### src/rtl/adc_act_pkg.sv
package adc_act_pkg;

    typedef enum logic [1:0] {
        ST_IDLE      = 2'd0,
        ST_REQ       = 2'd1,
        ST_LOCK_IDLE = 2'd2,
        ST_LOCK_RPT  = 2'd3
    } chan_state_t;

    localparam logic [1:0] SRC_SW  = 2'd0;
    localparam logic [1:0] SRC_TMR = 2'd1;
    localparam logic [1:0] SRC_CMP = 2'd2;

    localparam logic [2:0] A_CFG   = 3'd0;
    localparam logic [2:0] A_CLR   = 3'd1;
    localparam logic [2:0] A_CMP   = 3'd2;
    localparam logic [2:0] A_SEL   = 3'd3;
    localparam logic [2:0] A_START = 3'd4;

    localparam int CFG_W = 5;
    localparam int RD_W  = 16;

    typedef struct packed {
        logic       prt;
        logic       rpt;
        logic [1:0] src;
        logic       inte;
    } chan_cfg_t;

endpackage

### src/rtl/adc_act_trig.sv
module adc_act_trig
    import adc_act_pkg::*;
#(
    parameter int CW = 16
) (
    input  logic [1:0]    src,
    input  logic          sw_hit,
    input  logic          tmr_hit,
    input  logic [CW-1:0] frc,
    input  logic [CW-1:0] cmp,
    output logic          act
);

    always_comb begin
        unique case (src)
            SRC_SW:  act = sw_hit;
            SRC_TMR: act = tmr_hit;
            SRC_CMP: act = (frc == cmp);
            default: act = 1'b0;
        endcase
    end

endmodule

### src/rtl/adc_act_chan.sv
module adc_act_chan
    import adc_act_pkg::*;
#(
    parameter int CW = 16,
    parameter int DW = 12
) (
    input  logic             clk,
    input  logic             rst_n,
    input  logic             cfg_we,
    input  logic             cmp_we,
    input  logic [CFG_W-1:0] cfg_wdata,
    input  logic [CW-1:0]    cmp_wdata,
    input  logic             busyc,
    input  logic             intc,
    input  logic             sw_hit,
    input  logic             tmr_hit,
    input  logic [CW-1:0]    frc,
    input  logic             done,
    input  logic [DW-1:0]    done_data,
    input  logic             rd_hit,
    output logic             busy,
    output logic             req,
    output logic             int_flag,
    output logic             irq,
    output logic [RD_W-1:0]  rd_word
);

    localparam int PAD = RD_W - 2 - DW;

    chan_cfg_t   cfg_q;
    logic [CW-1:0] cmp_q;
    chan_state_t state_q, state_d;
    logic        int_q, err_q, errst_q, rd_seen_q;
    logic [DW-1:0] data_q;
    logic        act, prt_eff, release_ok;

    adc_act_trig #(.CW(CW)) u_trig (
        .src     (cfg_q.src),
        .sw_hit  (sw_hit),
        .tmr_hit (tmr_hit),
        .frc     (frc),
        .cmp     (cmp_q),
        .act     (act)
    );

    assign prt_eff    = cfg_q.prt && (cfg_q.src != SRC_CMP);
    assign release_ok = !prt_eff || (rd_seen_q && !int_q);

    always_comb begin
        state_d = state_q;
        unique case (state_q)
            ST_IDLE: begin
                if (act && !busyc) state_d = ST_REQ;
            end
            ST_REQ: begin
                if (busyc)
                    state_d = ST_IDLE;
                else if (done) begin
                    if (prt_eff) state_d = cfg_q.rpt ? ST_LOCK_RPT : ST_LOCK_IDLE;
                    else         state_d = cfg_q.rpt ? ST_REQ : ST_IDLE;
                end
            end
            ST_LOCK_IDLE: begin
                if (release_ok) state_d = ST_IDLE;
            end
            ST_LOCK_RPT: begin
                if (busyc)           state_d = ST_LOCK_IDLE;
                else if (release_ok) state_d = ST_REQ;
            end
            default: state_d = ST_IDLE;
        endcase
    end

    always_ff @(posedge clk or negedge rst_n) begin
        if (!rst_n) state_q <= ST_IDLE;
        else        state_q <= state_d;
    end

    always_ff @(posedge clk or negedge rst_n) begin
        if (!rst_n) begin
            cfg_q     <= '0;
            cmp_q     <= '0;
            int_q     <= 1'b0;
            err_q     <= 1'b0;
            errst_q   <= 1'b0;
            rd_seen_q <= 1'b0;
            data_q    <= '0;
        end else begin
            if (cfg_we) cfg_q <= chan_cfg_t'(cfg_wdata);
            if (cmp_we) cmp_q <= cmp_wdata;
            if (done) begin
                int_q     <= 1'b1;
                rd_seen_q <= 1'b0;
                if (int_q) begin
                    err_q <= 1'b1;
                    if (prt_eff) begin
                        errst_q <= 1'b0;
                    end else begin
                        errst_q <= 1'b1;
                        data_q  <= done_data;
                    end
                end else begin
                    data_q <= done_data;
                end
            end else begin
                if (intc) int_q <= 1'b0;
                if (rd_hit) begin
                    err_q     <= 1'b0;
                    errst_q   <= 1'b0;
                    rd_seen_q <= 1'b1;
                end
            end
        end
    end

    always_comb begin
        busy     = (state_q == ST_REQ) || (state_q == ST_LOCK_RPT);
        req      = (state_q == ST_REQ);
        int_flag = int_q;
        irq      = int_q && cfg_q.inte;
        rd_word  = {err_q, errst_q, {PAD{1'b0}}, data_q};
    end

endmodule

### src/rtl/adc_act_ctrl.sv
module adc_act_ctrl
    import adc_act_pkg::*;
#(
    parameter int NCH = 4,
    parameter int CW  = 16,
    parameter int DW  = 12,
    localparam int CHW = (NCH > 1) ? $clog2(NCH) : 1
) (
    input  logic            clk,
    input  logic            rst_n,
    input  logic            reg_we,
    input  logic [2:0]      reg_addr,
    input  logic [CHW-1:0]  reg_ch,
    input  logic [31:0]     reg_wdata,
    input  logic            rd_en,
    input  logic [CHW-1:0]  rd_ch,
    output logic [RD_W-1:0] rd_data,
    input  logic [NCH-1:0]  tmr_trig,
    input  logic [CW-1:0]   frc,
    input  logic            cv_done,
    input  logic [CHW-1:0]  cv_ch,
    input  logic [DW-1:0]   cv_data,
    output logic [NCH-1:0]  req_o,
    output logic [NCH-1:0]  busy_o,
    output logic [NCH-1:0]  irq_o
);

    logic [NCH-1:0]  sel_q;
    logic            start;
    logic [NCH-1:0]  int_vec;
    logic [RD_W-1:0] rd_words [NCH];

    assign start = reg_we && (reg_addr == A_START) && reg_wdata[0];

    always_ff @(posedge clk or negedge rst_n) begin
        if (!rst_n)                             sel_q <= '0;
        else if (reg_we && reg_addr == A_SEL)   sel_q <= reg_wdata[NCH-1:0];
    end

    for (genvar i = 0; i < NCH; i++) begin : g_ch
        logic hit_ch;
        assign hit_ch = reg_we && (reg_ch == CHW'(i));

        adc_act_chan #(.CW(CW), .DW(DW)) u_chan (
            .clk       (clk),
            .rst_n     (rst_n),
            .cfg_we    (hit_ch && reg_addr == A_CFG),
            .cmp_we    (hit_ch && reg_addr == A_CMP),
            .cfg_wdata (reg_wdata[CFG_W-1:0]),
            .cmp_wdata (reg_wdata[CW-1:0]),
            .busyc     (hit_ch && reg_addr == A_CLR && reg_wdata[0]),
            .intc      (hit_ch && reg_addr == A_CLR && reg_wdata[1]),
            .sw_hit    (start && sel_q[i]),
            .tmr_hit   (tmr_trig[i]),
            .frc       (frc),
            .done      (cv_done && cv_ch == CHW'(i)),
            .done_data (cv_data),
            .rd_hit    (rd_en && rd_ch == CHW'(i)),
            .busy      (busy_o[i]),
            .req       (req_o[i]),
            .int_flag  (int_vec[i]),
            .irq       (irq_o[i]),
            .rd_word   (rd_words[i])
        );
    end

    assign rd_data = rd_words[rd_ch];

endmodule

### config.mk
export PLATFORM = sky130hd
export DESIGN_NAME = adc_act_ctrl
export DESIGN_NICKNAME = d
export VERILOG_FILES = /design/src/rtl/adc_act_pkg.sv /design/src/rtl/adc_act_trig.sv /design/src/rtl/adc_act_chan.sv /design/src/rtl/adc_act_ctrl.sv
export SDC_FILE = /design/constraint.sdc
export NUM_CORES = 1
export LEC_CHECK = 0
export CORE_ASPECT_RATIO = 1.1
export CORE_MARGIN = 3
export CORE_UTILIZATION = 30
export DETAILED_ROUTE_END_ITERATION = 8
export DONT_BUFFER_PORTS = 1
export GPL_ROUTABILITY_DRIVEN = 0
export PLACE_DENSITY = 0.44
export REMOVE_ABC_BUFFERS = 1
export SYNTH_ARGS = -nofsm -noshare
export SYNTH_HDL_FRONTEND = slang
export SYNTH_HIERARCHICAL = 1
export SYNTH_SLANG_ARGS = --single-unit
### constraint.sdc
create_clock -name clk -period 2.9 [get_ports clk]
set_input_delay 0.87 -clock clk [delete_from_list [all_inputs] [get_ports clk]]
set_output_delay 0.87 -clock clk [all_outputs]
set_load 0.03 [all_outputs]
* Yosys cells after proc, flatten, opt, wreduce, memory -nomap -nowiden *
Cells that the tools add are included.

storage, ports and cells
  register bits after elaboration = 160
  input bits = 78
  output and inout port bits = 28
  word-level logic and storage cells = 314

cells by class
  magnitude comparators = 1
  equal/unequal tests = 65
  muxes and demuxes = 95
  bitwise logic cells = 1
  reduce and logical (&&, ||, !) cells = 107

operators with widths
  operator              count
  $mux W12              8
  $eq A16 B16 Y1        4
  $mux W2               28
  $logic_and A1 B1 Y1   55
  $mux W1               48
  $eq A2 B2 Y1 const B  18
  $bmux W16 S2          1
  $mux W16              2
  $pmux W2 S4           4
  $ne A2 B2 Y1 const B  12
  $ne A3 B1 Y1 const B  8
  $eq A2 B1 Y1 const B  11
  $logic_not A2 Y1      11
  $ne A2 B1 Y1 const B  8
  $reduce_and A2 Y1     8
  $reduce_and A4 Y1     4
  $reduce_bool A2 Y1    8
  $logic_not A1 Y1      12
  $pmux W1 S3           4
  $logic_or A1 B1 Y1    8
  $eq A3 B2 Y1 const B  2
  $eq A3 B1 Y1 const B  1
  $eq A3 B3 Y1 const B  1
  $ge A3 B3 Y1 const B  1
  2 further kinds       2

* Longest topological paths before layout *
Gate-level depths: netlist (run 1).

  word-level depth = 8
  mapped depth = 6
  gate-level depth less buffers = 6

* Hierarchy *
The synthesis (run 1) kept the hierarchy.

modules (own cells, without submodules)
  module        times used  cells an instance  area an instance (um^2)  seq. area each (um^2)
  adc_act_chan  4           107                1604.0                   975.9
  adc_act_ctrl  1           73                 779.5                    100.1
  adc_act_trig  4           24                 193.9                    0.0

* Worst setup path after synthesis (run 1) *
Ideal clock, no wire load.

  path kind = input to output
  from = input rd_ch[0]
  to = output rd_data[0]
  arrival time = 1.783 ns
  required time = 2.030 ns
  slack = 0.247 ns
  cell stages on the path = 2
  buffers on the path = 1
  path through = buf_2 -> mux4_2

on the way
  longest elaborated chain between the ends = 4

ends and longest elaborated chain
  element                                      line                source
  start, declared                              adc_act_ctrl.sv:16  input logic [CHW-1:0] rd_ch,
  $not A2 Y3 (not written as such)             adc_act_ctrl.sv:67  assign rd_data = rd_words[rd_ch];
  $bmux W16 S2                                 adc_act_ctrl.sv:67
  $mux W16 (not written as such) (2 in a row)  adc_act_ctrl.sv:67
  end, declared                                adc_act_ctrl.sv:17  output logic [RD_W-1:0] rd_data,

No other way between the ends. The select of a mux whose other input is x is not followed.

* Worst setup path in the final report (run 1) *
  from = register g_ch[1].u_chan.state_q[0]
  to = output req_o[1]

on the way
  longest elaborated chain between the ends = 1

ends and longest elaborated chain
  element                 line                 source
  start, declared         adc_act_chan.sv:32   chan_state_t state_q, state_d;
  start signal, assigned  adc_act_chan.sv:76   else state_q <= state_d;
  $eq A2 B1 Y1            adc_act_chan.sv:118  req = (state_q == ST_REQ);
  end, declared           adc_act_ctrl.sv:23   output logic [NCH-1:0] req_o,

No other way between the ends.

==> impl_metrics.py, run 1 <==
metrics = {
    "power_and_ir_drop": {
        "power_frac_clock": 0.352,
        "powerDensity_nw_per_um2": 749,
        "p_seq_frac": 0.459,
        "p_int_mw": 4.80,
        "finalPower_mw": 6.62,
        "p_leak_nw": 3.96,
        "switching_share": 0.276,
        "peakVddDrop_uv": 286,
        "p_sw_mw": 1.83,
        "comb_power_share": 0.189,
    },
    "sta": {
        "setup_viol": 0,
        "skew_ps": 8.33,
        "period_minus_slack_ps": 2430,
        "tns_ps": 0,
        "fin_ws_ps": 475,
        "post-route-period-util": 0.836,
        "hold_violations": 0,
        "fmax_mhz": 412,
        "rsz0062_at_grt": "false",
        "max_slew.worst_pin.slew_ps": 735,
        "slew_viol_final": 0,
        "maxSlewHeadroom": 0.509,
    },
    "layout": {
        "fin_nets": 668,
        "drive_gt1_frac": 0.334,
        "fillers": 2550,
        "syn_to_final_growth_pct": 10.9,
        "antenna_cells": 0,
        "most-common-layout-cells": "160 x dfrtp_1, 94 x mux2_2, 60 x xor2_1",
        "mostFrequentLayoutCell": "dfrtp_1",
    },
    "synthesis": {
        "synth-seq-cells": 160,
        "netlist_top_cells_area": "dfrtp_1 50%, mux2_2 13%, mux2_4 7.5%, xor2_1 6.6%, mux4_2 4.5%",
        "yosys.area.top_type": "dfrtp_1",
        "ys_warn_count": 6,
        "synth_top_area_frac": 0.502,
        "yosys.cell_types.count": 40,
        "syn_avg_cell_area_um2": 13.4,
        "yosysSeqAreaShare": 0.502,
        "synthesis.area_um2": 7970,
        "postSynthCellCount": 597,
    },
    "routing": {
        "drt_iter0_drc": 249,
        "drt_wl_total_um": 18600,
        "via_per_inst": 4.81,
        "routed-via-count": 4555,
        "antenna_left": 0,
        "dr.pass1.iters": 4,
        "wire_per_inst_um": 19.6,
        "drc": 0,
    },
    "place": {
        "port_buffers": 0,
        "preCtsSetupSlack_ps": 533,
        "dp_hpwl_um": 12800,
    },
    "die": {
        "die_h_um": 177,
        "die_w_um": 161,
        "dieArea_um2": 28600,
        "coreArea_um2": 25700,
        "io_pins": 106,
        "rows": 61,
        "initial_core_util": 0.310,
    },
    "setup_path": {
        "cp_cell_sequence": "nor2b_1",
        "crit_cells": 1,
        "r2r_slack_ps": 1070,
        "crit_path_start_kind": "flip-flop",
        "crit_slowest_cell": "dfrtp_1",
        "cp_slowest_stage_delay_ps": 590,
        "path_max_fanout": 6,
        "worstSetupPathType": "flip-flop to output pin",
        "rr_worst_depth": 6,
        "endpoint_kind": "output pin",
        "r2r-end": "g_ch[0].u_chan/state_q[0]",
        "critical_path_buf_inv_count": 0,
        "crit_family": "flip-flops",
        "worstPathRequired_ps": 2030,
        "r2r-start": "g_ch[0].u_chan/cmp_q[14]",
        "critPathArrivalTime_ps": 1560,
    },
    "clock_tree": {
        "cts.path.max_buffers": 2,
        "htree_levels": 4,
        "clock_latency_ps": 420,
        "clock-sinks": 160,
        "cts_buffers": 17,
        "cts-root-buf": "clkbuf_16",
        "postCtsSetupRepairBufs": 0,
        "clkTransAtPathRegs_ps": 60,
        "cts-resized-gates": 0,
        "cts_hold_buf": 0,
        "cts_tree": "yes",
    },
    "outcome": {
        "status": "finished, final reports clean",
    },
    "global_route": {
        "grt_pass1_vias": 4899,
        "busiest_layer": "met2",
        "use_met1": 0.166,
        "grt_use_total": 0.134,
        "antenna_found_initial": 0,
        "grt_max_degree": 161,
        "grt_pass1_wl_um": 29400,
        "met3_usage": 0.0428,
        "grt_overflow": 0,
        "use_met2": 0.226,
    },
    "worst_hold_path": {
        "hp-class": "input port to asynchronous set/reset pin",
    },
    "flow_run": {
        "cap_violations": 0,
    },
}
==> per-layer routing <==
| metal | vias to the layer above | part of all wire |
|---|---|---|
| li1 | 2096 | - |
| met1 | 2365 | 0.44 |
| met2 | 81 | 0.49 |
| met3 | 13 | 0.057 |
| met4 | 0 | 0.012 |
| met5 | - | 0 |
==> worst max path at each step <==
stage                                         start                       to  slack, ps
after global routing      g_ch[2].u_chan/state_q[0]                 req_o[2]        400
after global placement                     rd_ch[0]              rd_data[14]        550
after CTS                 g_ch[1].u_chan/state_q[0]                 req_o[1]        430
after floorplan                         reg_addr[0]  g_ch[0].u_chan/cmp_q[0]        100
final                     g_ch[1].u_chan/state_q[0]                 req_o[1]        470
after detailed placement                reg_addr[2]  g_ch[2].u_chan/cfg_q[1]        530
==> sequential cells by signal, indices dropped and copies added, names as in the netlist <==
register / count
g_ch.u_chan/cfg_q: 20
g_ch.u_chan/cmp_q: 64
g_ch.u_chan/data_q: 48
g_ch.u_chan/err_q: 4
g_ch.u_chan/errst_q: 4
g_ch.u_chan/int_flag: 4
g_ch.u_chan/rd_seen_q: 4
g_ch.u_chan/state_q: 8
sel_q: 4
==> kinds of logic (layout without fill, tap and decap cells) <==
| kind of cell | Yosys count | count (layout) | share of synthesized area |
|---|---|---|---|
| multiplexers | 156 | 156 | 0.261 |
| flip-flops | 160 | 160 | 0.502 |
| other | 4 | 8 | 0.00188 |
| buffers and inverters | 63 | 63 | 0.0425 |
| XOR/XNOR | 64 | 64 | 0.0703 |
| AO/OA/AOI/OAI | 36 | 36 | 0.0339 |
| AND/OR/NAND/NOR | 114 | 114 | 0.0882 |
==> power groups by stage <==
stage	logic (mW)	registers [mW]	clock network [mW]
finish	1.25	3.04	2.33
global route	1.35	3.10	2.52
CTS	1.27	3.05	2.42
global placement	1.24	3.06	0
detailed placement	1.26	3.09	0
floorplan	1.05	3.00	0
==> worst reg2reg max path, cell delays in order, from the launching register on <==
cell and delay [ps]:
dfrtp_1 390, xor2_1 170, nor4_1 530, nand4b_1 160, o22ai_1 240, a21oi_1 100, nor3_1 150
==> final cells by class <==
class	instances	area, µm²	share of cell area
Timing Repair Buffer	7	52.6	0.00594
Clock buffer	19	443	0.0501
Clock inverter	11	165	0.0187
Multi-Input combinational cell	378	3650	0.413
Tap cell	346	433	0.0490
Inverter	26	97.6	0.0110
Sequential cell	160	4000	0.453
==> synth_stat cells (all sizes together) <==
master   instances
a21oi            4
mux2           134
inv             25
nor2            24
conb             4
nand4b           5
o22ai            4
a31o             4
a22o             4
xor2            60
nand3           16
mux4            16
o21ai           12
nor3b            2
buf             30
clkinv           1
nor4bb           4
nor4            14
and3             2
o2111ai          4
and2             4
nor4b            4
nor3            20
dfrtp          160
and3b            2
mux2i            6
a31oi            4
nor2b            4
nand2            3
nand4bb          3
clkbuf           7
xnor2            4
nand2b           6
or4b             1
==> per-stage QoR <==
stage | cells | hold WS [ps] | area (µm²) | util
5_1_grt | 947 | 120 | 8840 | 0.344
6_report | 947 | 151 | 8840 | 0.344
4_1_cts | 947 | 125 | 8840 | 0.344
2_1_floorplan | 564 | 460 | 7740 | -
3_5_place_dp | 917 | 490 | 8240 | 0.320
3_3_place_gp | 917 | 480 | 8240 | 0.320
Power figures use the tool's default switching activity.
==> run 2: changes to the inputs <==
PLACE_DENSITY = 0.45   (was 0.44)
clock period = 2.1 ns   (was 2.9 ns; I/O delays follow)
==> run 2 against run 1 <==
The run now ends with negative hold slack left. Combinational power increased by 55%. Register-to-register slack got worse by 770 ps. Final area is 2.5% higher. Critical path type unchanged. Final cell count increased by 2.1%. First-iteration DRC count shrank 12%. Flip-flop and latch count unchanged. Critical path depth is the same. Clock skew up 7.0 ps. Clock power up 46%. Clock-buffer cell count fell by 2.
==> impl_metrics.py, run 2 (synthesized netlist as in run 1, its figures left out) <==
metrics = {
    "outcome": {
        "status": "complete, but fails checks",
        "violations": "negative hold slack",
    },
    "routing": {
        "dr.pass1.iters": 4,
        "drc": 0,
        "drt_wl_total_um": 18800,
        "antenna_left": 0,
        "via_per_inst": 4.83,
        "wire_per_inst_um": 19.4,
        "routed-via-count": 4668,
        "drt_iter0_drc": 219,
    },
    "setup_path": {
        "worstSetupPathType": "flip-flop to output pin",
        "endpoint": "rd_data[14]",
        "crit_path_start_kind": "flip-flop",
        "critical_path_buf_inv_count": 0,
        "r2r_slack_ps": 300,
        "endpoint_kind": "output pin",
        "cp_cell_sequence": "mux4_2",
        "r2r-end": "g_ch[1].u_chan/state_q[0]",
        "crit_slowest_cell": "mux4_2",
        "cp_slowest_stage_delay_ps": 600,
        "critPathLaunch": "g_ch[0].u_chan/errst_q",
        "crit_cells": 1,
        "worstPathRequired_ps": 1470,
        "r2r-start": "g_ch[1].u_chan/cmp_q[12]",
        "rr_worst_depth": 6,
        "crit_family": "multiplexers",
        "critPathArrivalTime_ps": 1420,
        "path_max_fanout": 2,
    },
    "die": {
        "rows": 61,
        "coreArea_um2": 25700,
        "io_pins": 106,
        "dieArea_um2": 28600,
        "initial_core_util": 0.310,
        "die_w_um": 161,
        "die_h_um": 177,
    },
    "worst_hold_path": {
        "hp-class": "input port to asynchronous set/reset pin",
    },
    "sta": {
        "skew_ps": 15.3,
        "period_minus_slack_ps": 2050,
        "tns_ps": 0,
        "post-route-period-util": 0.978,
        "max_slew.worst_pin.slew_ps": 607,
        "fin_ws_ps": 45.5,
        "slew_viol_final": 0,
        "setup_viol": 0,
        "maxSlewHeadroom": 0.591,
        "hold_violations": 160,
        "rsz0062_at_grt": "false",
        "whs_ps": -90.0,
        "fmax_mhz": 487,
    },
    "clock_tree": {
        "clock-sinks": 160,
        "cts.path.max_buffers": 2,
        "cts-root-buf": "clkbuf_16",
        "clock_latency_ps": 430,
        "htree_levels": 4,
        "cts_tree": "yes",
        "clkTransAtPathRegs_ps": 70,
        "cts_buffers": 17,
    },
    "global_route": {
        "grt_overflow": 0,
        "grt_pass1_vias": 5050,
        "antenna_found_initial": 0,
        "grt_pass1_wl_um": 29200,
        "grt_use_total": 0.135,
        "grt_max_degree": 161,
    },
    "layout": {
        "regMostFlops": "g_ch.u_chan/cmp_q",
        "reg.largest.list": "g_ch.u_chan/cmp_q (64), g_ch.u_chan/data_q (48), g_ch.u_chan/cfg_q (20)",
        "fin_nets": 686,
        "drive_gt1_frac": 0.357,
        "largest_reg_flops": 64,
        "fin_util": 0.352,
        "stdcell_count": 967,
        "antenna_cells": 0,
        "most-common-layout-cells": "160 x dfrtp_1, 94 x mux2_2, 60 x xor2_1",
        "fillers": 2537,
        "syn_to_final_growth_pct": 13.7,
        "mostFrequentLayoutCell": "dfrtp_1",
        "fin_area_um2": 9060,
    },
    "place": {
        "post_dp_cell_area_um2": 8410,
        "dp_cells": 933,
        "dp_hpwl_um": 13100,
        "preCtsSetupSlack_ps": 80.9,
        "port_buffers": 0,
    },
    "power_and_ir_drop": {
        "finalPower_mw": 9.45,
        "p_leak_nw": 4.08,
        "powerDensity_nw_per_um2": 1040,
        "peakVddDrop_uv": 432,
    },
    "flow_run": {
        "cap_violations": 0,
    },
}
[run 2: how the worst min path moves through the flow]
stage                                to  slack, ps   from  cells after the start
5_1_grt        g_ch[0].u_chan/data_q[2]       -120  rst_n                      0
3_3_place_gp   g_ch[0].u_chan/data_q[2]        340  rst_n                      0
2_1_floorplan   g_ch[0].u_chan/cfg_q[0]        330  rst_n                      0
3_5_place_dp   g_ch[0].u_chan/data_q[2]        340  rst_n                      0
4_1_cts         g_ch[0].u_chan/cfg_q[0]       -130  rst_n                      0
6_report       g_ch[0].u_chan/data_q[2]        -90  rst_n                      0
[run 2: final cells by class]
class / count / area (µm²) / area share
sequential: 160 / 4000 / 0.442
multi-input combinational: 378 / 3650 / 0.403
clock buffer: 17 / 425 / 0.0469
clock inverter: 15 / 218 / 0.0240
tap: 346 / 433 / 0.0478
timing repair buffer: 25 / 238 / 0.0262
inverter: 26 / 97.6 / 0.0108
[run 2: metal layers]
metal	routed length (µm)	track usage	up-vias	part of all wire
li1	-	-	2133	-
met1	7770	0.156	2429	0.41
met2	9620	0.236	88	0.51
met3	1050	0.0407	18	0.056
met4	330	0.0531	0	0.018
met5	0	0	-	0
[run 2: where the power goes]
part / internal [mW] / switching [mW] / leakage, nW
combinational: 1.02 / 0.927 / 1.79
sequential: 3.69 / 0.408 / 1.97
clock: 2.03 / 1.37 / 0.317
[run 2: repair_timing]
action	in CTS	in global routing
hold endpoints to repair	160	160
setup buffers	1	1
resized for setup	0	0
endpoints found under the setup margin	1	1
cloned	0	0
